### src/rtl/vaddr_region_sort.sv
module vaddr_region_sort #(
  parameter int ADDR_W     = 32,
  parameter int PAGE_SHIFT = 10,
  parameter int ASID_W     = 8
) (
  input  logic                       clk,
  input  logic                       rst_n,
  input  logic                       req_valid,
  output logic                       req_ready,
  input  logic [ADDR_W-1:0]          req_addr,
  input  logic                       req_priv,
  input  logic                       xlat_on,
  input  logic                       sq_lock,
  input  logic [ASID_W-1:0]          cur_asid,
  output logic                       res_valid,
  input  logic                       res_ready,
  output logic [1:0]                 res_class,
  output logic [ADDR_W-PAGE_SHIFT-1:0] res_page,
  output logic [ASID_W-1:0]          res_asid
);
  localparam int PAGE_W = ADDR_W - PAGE_SHIFT;
  localparam logic [1:0] C_PASS = 2'd0;
  localparam logic [1:0] C_XLAT = 2'd1;
  localparam logic [1:0] C_SQ   = 2'd2;
  localparam logic [1:0] C_ERR  = 2'd3;

  logic [2:0] area;
  logic       sq_win;
  logic       take;
  logic [1:0] cls;

  assign area      = req_addr[ADDR_W-1 -: 3];
  assign sq_win    = req_addr[ADDR_W-1 -: 6] == 6'b111000;
  assign req_ready = !res_valid || res_ready;
  assign take      = req_valid && req_ready;

  always_comb begin
    if (req_priv) begin
      if (area == 3'b100 || area == 3'b101 || area == 3'b111) cls = C_PASS;
      else cls = xlat_on ? C_XLAT : C_PASS;
    end else if (req_addr[ADDR_W-1]) begin
      cls = (sq_win && !sq_lock) ? C_SQ : C_ERR;
    end else begin
      cls = xlat_on ? C_XLAT : C_PASS;
    end
  end

  always_ff @(posedge clk) begin
    if (!rst_n) begin
      res_valid <= 1'b0;
      res_class <= C_PASS;
      res_page  <= '0;
      res_asid  <= '0;
    end else if (take) begin
      res_valid <= 1'b1;
      res_class <= cls;
      res_page  <= (cls == C_XLAT) ? req_addr[ADDR_W-1:PAGE_SHIFT] : {PAGE_W{1'b0}};
      res_asid  <= (cls == C_XLAT) ? cur_asid : {ASID_W{1'b0}};
    end else if (res_ready) begin
      res_valid <= 1'b0;
    end
  end

  assert_hold_R8: assert property (@(posedge clk) disable iff (!rst_n)
    res_valid && !res_ready |=> res_valid && $stable(res_class) && $stable(res_page) && $stable(res_asid));

  assert_load_R8: assert property (@(posedge clk) disable iff (!rst_n)
    req_valid && req_ready |=> res_valid);

  assert_key_zero_R7: assert property (@(posedge clk) disable iff (!rst_n)
    res_valid && res_class != C_XLAT |-> res_page == '0 && res_asid == '0);

  assert_user_high_R5: assert property (@(posedge clk) disable iff (!rst_n)
    take && !req_priv && req_addr[ADDR_W-1] |=> res_class[1]);

  assert_p1p2_R2: assert property (@(posedge clk) disable iff (!rst_n)
    take && req_priv && req_addr[ADDR_W-1 -: 2] == 2'b10 |=> res_class == C_PASS);

  assert_user_low_R6: assert property (@(posedge clk) disable iff (!rst_n)
    take && !req_priv && !req_addr[ADDR_W-1] |=> !res_class[1]);
endmodule

### config.mk
export PLATFORM = sky130hd
export DESIGN_NAME = vaddr_region_sort
export DESIGN_NICKNAME = d
export VERILOG_FILES = /design/src/rtl/vaddr_region_sort.sv
export SDC_FILE = /design/constraint.sdc
export NUM_CORES = 1
export LEC_CHECK = 0
export BUFFER_PORTS_ARGS = -buffer_cell sky130_fd_sc_hd__buf_4
export CORE_UTILIZATION = 39
export DETAILED_ROUTE_END_ITERATION = 6
export GPL_TIMING_DRIVEN = 0
export PLACE_DENSITY = 0.77
export RECOVER_POWER = 100
export SLEW_MARGIN = 10
export SYNTH_ARGS = -nofsm -noshare
export SYNTH_HDL_FRONTEND = slang
export SYNTH_SLANG_ARGS = --single-unit
### constraint.sdc
create_clock -name clk -period 1.6 [get_ports clk]
set_input_delay 0.16 -clock clk [delete_from_list [all_inputs] [get_ports clk]]
set_output_delay 0.16 -clock clk [all_outputs]
set_load 0.03 [all_outputs]
-- After elaboration in Yosys (flattened, before gate mapping)
Index checks and enable logic that the tools add are counted.
- register bits: 33
- word-level logic and storage cells: 26
- equal/unequal tests: 5
- muxes and demuxes: 9
- reduce and logical (&&, ||, !) cells: 8
- operators with widths (kind ; number):
    two-way mux 22 bit ; 1
    == test 3 bit (second input constant) ; 3
    two-way mux 8 bit ; 1
    == test 6 bit (second input constant) ; 1
    two-way mux 1 bit ; 5
    two-way mux 2 bit ; 2
    logical OR 1 bit ; 3
    == test 2 x 1 -> 1 bit (second input constant) ; 1
    logical AND 1 bit ; 2
    zero test 1 bit ; 2
    nonzero test 2 bit ; 1

-- Longest topological paths before layout
Gate-level depths: netlist of the first run.
- word-level depth: 7
- mapped depth: 5
- gate-level depth less buffers: 4

-- Least setup slack after synthesis of the first run
Ideal clock, no wire load.
- kind: register to register
- start: register res_valid
- end: register res_asid[0]
- arrival time: 1.522 ns
- required time: 1.540 ns
- setup slack: 0.018 ns
- cell stages (with the launch flop): 6
- buffers on the path: 1
- period minus slack after synthesis: 1.582 ns
- cells stage by stage: dfxtp_1 and2b_1 inv_1 a21oi_1 buf_2 a22o_1
- word-level cells in the longest chain between the ends: 3
- ends and longest elaborated chain (element ; RTL line ; source):
    start, declared ; 15 ; output logic res_valid,
    start signal, assigned ; 50 ; res_valid <= 1'b0;
    start signal, assigned ; 55 ; res_valid <= 1'b1;
    start signal, assigned ; 60 ; res_valid <= 1'b0;
    zero test 1 bit ; 34 ; assign req_ready = !res_valid || res_ready;
    logical OR 1 bit ; 34 ;
    via req_ready ; 9 ; output logic req_ready,
    logical AND 1 bit ; 35 ; assign take = req_valid && req_ready;
    end signal, assigned ; 58 ; res_asid <= (cls == C_XLAT) ? cur_asid : {ASID_W{1'b0}};
    end, declared ; 19 ; output logic [ASID_W-1:0] res_asid
The timed path passes the listed nets, and every way through them passes these cells.
A chain may end at the register's enable or synchronous reset.

-- Final worst setup path of the first run
- start: register res_valid
- end: register res_page[9]
- word-level cells in the longest chain between the ends: 3
- ends and longest elaborated chain (element ; RTL line ; source):
    zero test 1 bit ; 34 ;
    logical OR 1 bit ; 34 ;
    logical AND 1 bit ; 35 ;
    end signal, assigned ; 57 ; res_page <= (cls == C_XLAT) ? req_addr[ADDR_W-1:PAGE_SHIFT] : {PAGE_W{1'b0}};
    end, declared ; 18 ; output logic [ADDR_W-PAGE_SHIFT-1:0] res_page,
Every way passes these cells.

==> impl_metrics.env, run 1 <==
export IMPL_worst_pin_slew_ns=0.403
export IMPL_synth_seq_area_share_pct=58.7
export IMPL_overflow=0
export IMPL_power_per_cell_area_mw_per_mm2=934
export IMPL_tritoncts="yes"
export IMPL_crit_reg2reg_launch="res_valid"
export IMPL_io_pin_count=81
export IMPL_grt_pass1_wl_um=4160
export IMPL_slew_headroom_pct=73.3
export IMPL_clock_skew_ns=0.00551
export IMPL_die_h_um=55.7
export IMPL_ys_ff_latch=33
export IMPL_placed_cells=192
export IMPL_design_die_area_sq_mm=0.00310
export IMPL_outcome="completed"
export IMPL_hold_path_end="res_page[14]"
export IMPL_layout_nets=215
export IMPL_io_buffers=70
export IMPL_r2r_slack_ns=0.14
export IMPL_syn_instance_count=91
export IMPL_fin_setup_tns_ns=0
export IMPL_critical_path_class="reg2reg"
export IMPL_postCtsHoldBufs=0
export IMPL_grt_usage_pct=17.4
export IMPL_final_max_slew_viol_count=0
export IMPL_crit_slowest_cell="dfxtp_1"
export IMPL_die_w_um=55.7
export IMPL_drive_gt1_share_pct=30.8
export IMPL_post_cts_buffers=0
export IMPL_yosys_cell_types_count=19
export IMPL_cp_cell_sequence="and2b_1 > inv_1 > a21oi_1 > buf_2 > a22o_1"
export IMPL_cts_resized=0
export IMPL_grt_antenna_before_repair=0
export IMPL_initial_core_util_pct=41.1
export IMPL_firstDrtPassIters=4
export IMPL_grt_pass1_vias=982
export IMPL_min_period_ns=1.46
export IMPL_drt_iter0_drc=19
export IMPL_ir_drop_v=0.000684
export IMPL_crit_path_end_kind="register"
export IMPL_rsz0062_at_grt="false"
export IMPL_setup_viol=0
export IMPL_min_from="req_addr[24]"
export IMPL_r2r_end="res_page[9]"
export IMPL_clock_sink_count=33
export IMPL_period_share_pct=91.3
export IMPL_grt_max_degree=11
export IMPL_dp_hpwl_um=2080
export IMPL_syn_area_sq_mm=0.00112
export IMPL_diodes=0
export IMPL_place_congestion=0.801
export IMPL_layout_common_cells="buf_4, clkbuf_1, dfxtp_1, a22o_1, clkbuf_4"
export IMPL_worstPathRequired_ns=1.87
export IMPL_avgSynthCellArea_sq_um=12.4
export IMPL_cts_buffers=5
export IMPL_fin_cells=200
export IMPL_syn_nets=138
export IMPL_drt_wl_total_um=2620
export IMPL_drc=0
export IMPL_critPathMaxStageDelay_ns=0.34
export IMPL_min_path_type="in2reg"
export IMPL_clkLatencyLatePin_ns=0.32
export IMPL_fmax_ghz=0.685
export IMPL_drv_cap=0
export IMPL_clockBufferDepth=2
export IMPL_reg2reg_depth=5
export IMPL_drt_wirelength_per_cell_um=13.1
export IMPL_holdPathStages=2
export IMPL_htree_levels=2
export IMPL_start_kind="register"
export IMPL_p_leak_uw=0.000708
export IMPL_vias=1000
export IMPL_vias_per_cell=5.00
export IMPL_clkTransAtPathRegs_ns=0.10
export IMPL_final_common_cell="buf_4"
export IMPL_synth_warnings=0
export IMPL_finalHoldViolations=0
export IMPL_cts_root_buf="clkbuf_4"
export IMPL_row_count=19
export IMPL_coreArea_sq_mm=0.00273
export IMPL_critPathArrivalTime_ns=1.73
export IMPL_crit_fanout=10
export IMPL_syn_to_final_growth_pct=43.5
export IMPL_ant_nets=0
## critical path: cells and delay by family (launching register included)
| family | cells | cell delay (ns) |
|---|---|---|
| buffers and inverters | 2 | 0.39 |
| AND/OR/NAND/NOR | 1 | 0.24 |
| AO/OA/AOI/OAI | 2 | 0.44 |
| flip-flops | 1 | 0.34 |
## synthesized netlist by cell type
cell,count,area share [%]
nor3_1,1,0.44
buf_6,2,2.0
inv_1,4,1.3
nor2_1,1,0.33
nand3_1,1,0.44
o21ai_0,2,0.89
nor2b_1,2,1.1
a22o_1,29,23
dfxtp_1,33,59
nand3b_4,1,1.8
and2b_1,1,0.67
nand2_1,1,0.33
a21oi_1,4,1.8
a32o_1,1,0.89
a2111oi_4,1,2.4
nand4bb_1,1,1.0
a311oi_1,1,0.78
o31ai_1,1,0.67
buf_2,4,1.8
## state kept, by name, summed over array words and instances (netlist names)
register / flops
res_asid: 8
res_class: 2
res_page: 22
res_valid: 1
## metal layers
metal | GRT usage, % | routed length (um) | part of all wire [%] | vias up
met5 | 0 | 0 | 0 | -
met4 | 9.64 | 59 | 2.3 | 0
met3 | 4.65 | 170 | 6.5 | 8
met2 | 31.2 | 1360 | 52 | 43
met1 | 18.2 | 1030 | 39 | 450
li1 | - | - | - | 499
## cells by family after synthesis
| kind of cell | Yosys count | synth area share [%] |
|---|---|---|
| compound gates | 39 | 30.0 |
| buf+inv | 10 | 5.12 |
| flops | 33 | 58.7 |
| simple gates | 9 | 6.12 |
## through the flow
step	hold slack (ns)	power (uW)	instance area (sq um)	util [%]	setup WS, ns
finish	0.0392	1510	1610	59.0	0.140
global route	0.0212	1580	1610	59.0	0.0182
global placement	0.371	1120	1690	61.8	0.182
floorplan	0.286	994	1120	-	0.0182
CTS	0.0263	1550	1740	63.7	0.123
detailed placement	0.376	1130	1690	61.8	0.146
## power breakdown
group	internal, uW	switching [uW]	leakage, uW
clock network	167	258	0.0000320
registers	847	13.0	0.000268
logic	98.8	124	0.000408
## worst max-delay path by stage
stage,from,endpoint,cells past startpoint
after floorplan,res_valid,res_asid[0],5
after global placement,res_ready,res_page[2],6
after detailed placement,res_ready,res_page[1],6
after CTS,res_valid,res_page[2],5
after global routing,res_valid,res_asid[1],5
final,res_valid,res_page[9],5
## layout make-up
class | instances | area, sq um
repair buffers | 70 | 399
clock buffers | 6 | 41.3
plain buffers | 6 | 42.5
inverters | 4 | 15.0
clock inverters | 2 | 10.0
fillers | 262 | 1120
flip-flops and latches | 33 | 661
well taps | 31 | 38.8
multi-input cells | 48 | 407
Power figures use the tool's default switching activity.
==> run 2: changes to the inputs <==
--- a/config.mk
+++ b/config.mk
@@ -6,10 +6,10 @@
 export NUM_CORES = 1
 export LEC_CHECK = 0
 export BUFFER_PORTS_ARGS = -buffer_cell sky130_fd_sc_hd__buf_4
-export CORE_UTILIZATION = 39
+export CAP_MARGIN = 15
+export CORE_UTILIZATION = 30
 export DETAILED_ROUTE_END_ITERATION = 6
 export GPL_TIMING_DRIVEN = 0
-export PLACE_DENSITY = 0.77
 export RECOVER_POWER = 100
 export SLEW_MARGIN = 10
 export SYNTH_ARGS = -nofsm -noshare
==> impl_metrics.env, run 2 (same netlist as run 1, synthesis figures left out) <==
export IMPL_outcome="completed"
export IMPL_die_w_um=63.2
export IMPL_diodes=0
export IMPL_seqPwrFrac_pct=45.9
export IMPL_fmax_ghz=0.672
export IMPL_clockBufferDepth=2
export IMPL_crit_slowest_cell="dfxtp_1"
export IMPL_final_area_sq_mm=0.00171
export IMPL_setup_viol=0
export IMPL_dp_hpwl_um=2210
export IMPL_cts_buffers=5
export IMPL_critPathMaxStageDelay_ns=0.33
export IMPL_grt_usage_pct=15.2
export IMPL_slew_headroom_pct=73.6
export IMPL_rsz0062_at_grt="true"
export IMPL_fin_cells=215
export IMPL_clockPowerShare_pct=41.9
export IMPL_io_pin_count=81
export IMPL_power_frac_comb_pct=12.2
export IMPL_die_h_um=63.2
export IMPL_p_switching_uw=419
export IMPL_clock_sink_count=33
export IMPL_grt_antenna_before_repair=0
export IMPL_place_congestion=0.715
export IMPL_min_path_type="in2reg"
export IMPL_firstDrtPassIters=4
export IMPL_grt_max_degree=11
export IMPL_cts_root_buf="clkbuf_8"
export IMPL_clkTransAtPathRegs_ns=0.06
export IMPL_initial_core_util_pct=32.4
export IMPL_ant_nets=0
export IMPL_r2r_end="res_asid[6]"
export IMPL_finalHoldViolations=0
export IMPL_cp_cell_sequence="and2b_1 > inv_1 > a21oi_1 > buf_2 > a22o_1"
export IMPL_drt_wl_total_um=2900
export IMPL_drv_cap=0
export IMPL_htree_levels=2
export IMPL_placed_cells=207
export IMPL_total_power_uw=1880
export IMPL_max_flop_register="res_page"
export IMPL_start_kind="register"
export IMPL_crit_end="res_asid[6]"
export IMPL_worst_pin_slew_ns=0.398
export IMPL_reg2reg_depth=5
export IMPL_critical_path_class="reg2reg"
export IMPL_critPathArrivalTime_ns=1.71
export IMPL_vias=1024
export IMPL_grt_pass1_vias=1030
export IMPL_largest_register_ffs=22
export IMPL_coreArea_sq_mm=0.00347
export IMPL_worstPathRequired_ns=1.82
export IMPL_path_depth=5
export IMPL_clkLatencyLatePin_ns=0.28
export IMPL_holdPathStages=2
export IMPL_crit_start="res_valid"
export IMPL_critPathBufInv=2
export IMPL_final_common_cell="buf_4"
export IMPL_p_leak_uw=0.000743
export IMPL_layout_nets=215
export IMPL_post_cts_buffers=0
export IMPL_drt_wirelength_per_cell_um=13.5
export IMPL_drt_iter0_drc=31
export IMPL_grt_pass1_wl_um=4620
export IMPL_clock_skew_ns=0.00400
export IMPL_row_count=21
export IMPL_vias_per_cell=4.76
export IMPL_crit_path_end_kind="register"
export IMPL_ir_drop_v=0.000601
export IMPL_post_dp_cell_area_sq_mm=0.00171
export IMPL_period_share_pct=93.0
export IMPL_crit_fanout=10
export IMPL_tritoncts="yes"
export IMPL_drive_gt1_share_pct=32.0
export IMPL_top_regs="res_page: 22 flops, res_asid: 8 flops, res_class: 2 flops"
export IMPL_syn_to_final_growth_pct=52.1
export IMPL_r2r_slack_ns=0.11
export IMPL_overflow=0
export IMPL_switching_share_pct=22.3
export IMPL_crit_family="compound AO/OA/AOI/OAI gates"
export IMPL_io_buffers=70
export IMPL_intPower_uw=1460
export IMPL_drc=0
export IMPL_design_die_area_sq_mm=0.00400
export IMPL_final_max_slew_viol_count=0
export IMPL_postCtsHoldBufs=0
export IMPL_layout_common_cells="buf_4, dfxtp_1, clkbuf_1, a22o_1, clkbuf_8"
export IMPL_min_period_ns=1.49
export IMPL_power_per_cell_area_mw_per_mm2=1100
export IMPL_crit_reg2reg_launch="res_valid"
run 2: cell types whose count changed in the layout (fill, tap and decap cells not counted), sizes merged:
cell,previous run,this run
bufinv,0,1
clkinv,2,0
buf,41,44
clkbuf,41,39
run 2: final cells by class:
type                            count  area, sq um
Fill cell                         385         1760
Sequential cell                    33          661
Timing Repair Buffer               70          409
Multi-Input combinational cell     48          407
Clock buffer                        7         86.3
Tap cell                           46         57.6
Buffer                              6         45.0
Clock inverter                      1         30.0
Inverter                            4         15.0
run 2: stage by stage:
step                utilization, %  setup TNS (ns)  setup WS, ns  hold WS (ns)
finish                        49.3               0         0.111        0.0887
global route                  49.3         -0.0619       -0.0123        0.0769
detailed placement            49.2               0         0.136         0.375
CTS                           52.6               0         0.124        0.0765
global placement              49.2               0         0.185         0.369
floorplan                        -               0        0.0182         0.286
run 2: metal layers:
layer,vias up,track usage [%],routed length [um]
met1,473,17.6,1290
met5,-,0,0
met4,0,10.2,76
li1,498,-,-
met2,45,24.1,1360
met3,8,4.71,175
run 2: worst min path at each step:
stage	from	endpoint	slack, ns
5_1_grt	req_addr[16]	res_page[6]	0.08
3_3_place_gp	req_addr[14]	res_page[4]	0.37
6_report	req_addr[18]	res_page[8]	0.09
3_5_place_dp	cur_asid[1]	res_asid[1]	0.37
4_1_cts	req_addr[20]	res_page[10]	0.08
2_1_floorplan	cur_asid[0]	res_asid[0]	0.29
run 2: power by group through the flow:
stage	logic [uW]	registers, uW	clock network [uW]
3_3_place_gp	245	878	0
3_5_place_dp	248	879	0
2_1_floorplan	64.8	930	0
6_report	229	861	786
5_1_grt	244	863	854
4_1_cts	249	861	811
run 2: what timing repair did:
item | CTS | global route
gates resized for setup | 0 | 1
endpoints found under the hold margin | 0 | 0
setup endpoints to repair | 0 | 8
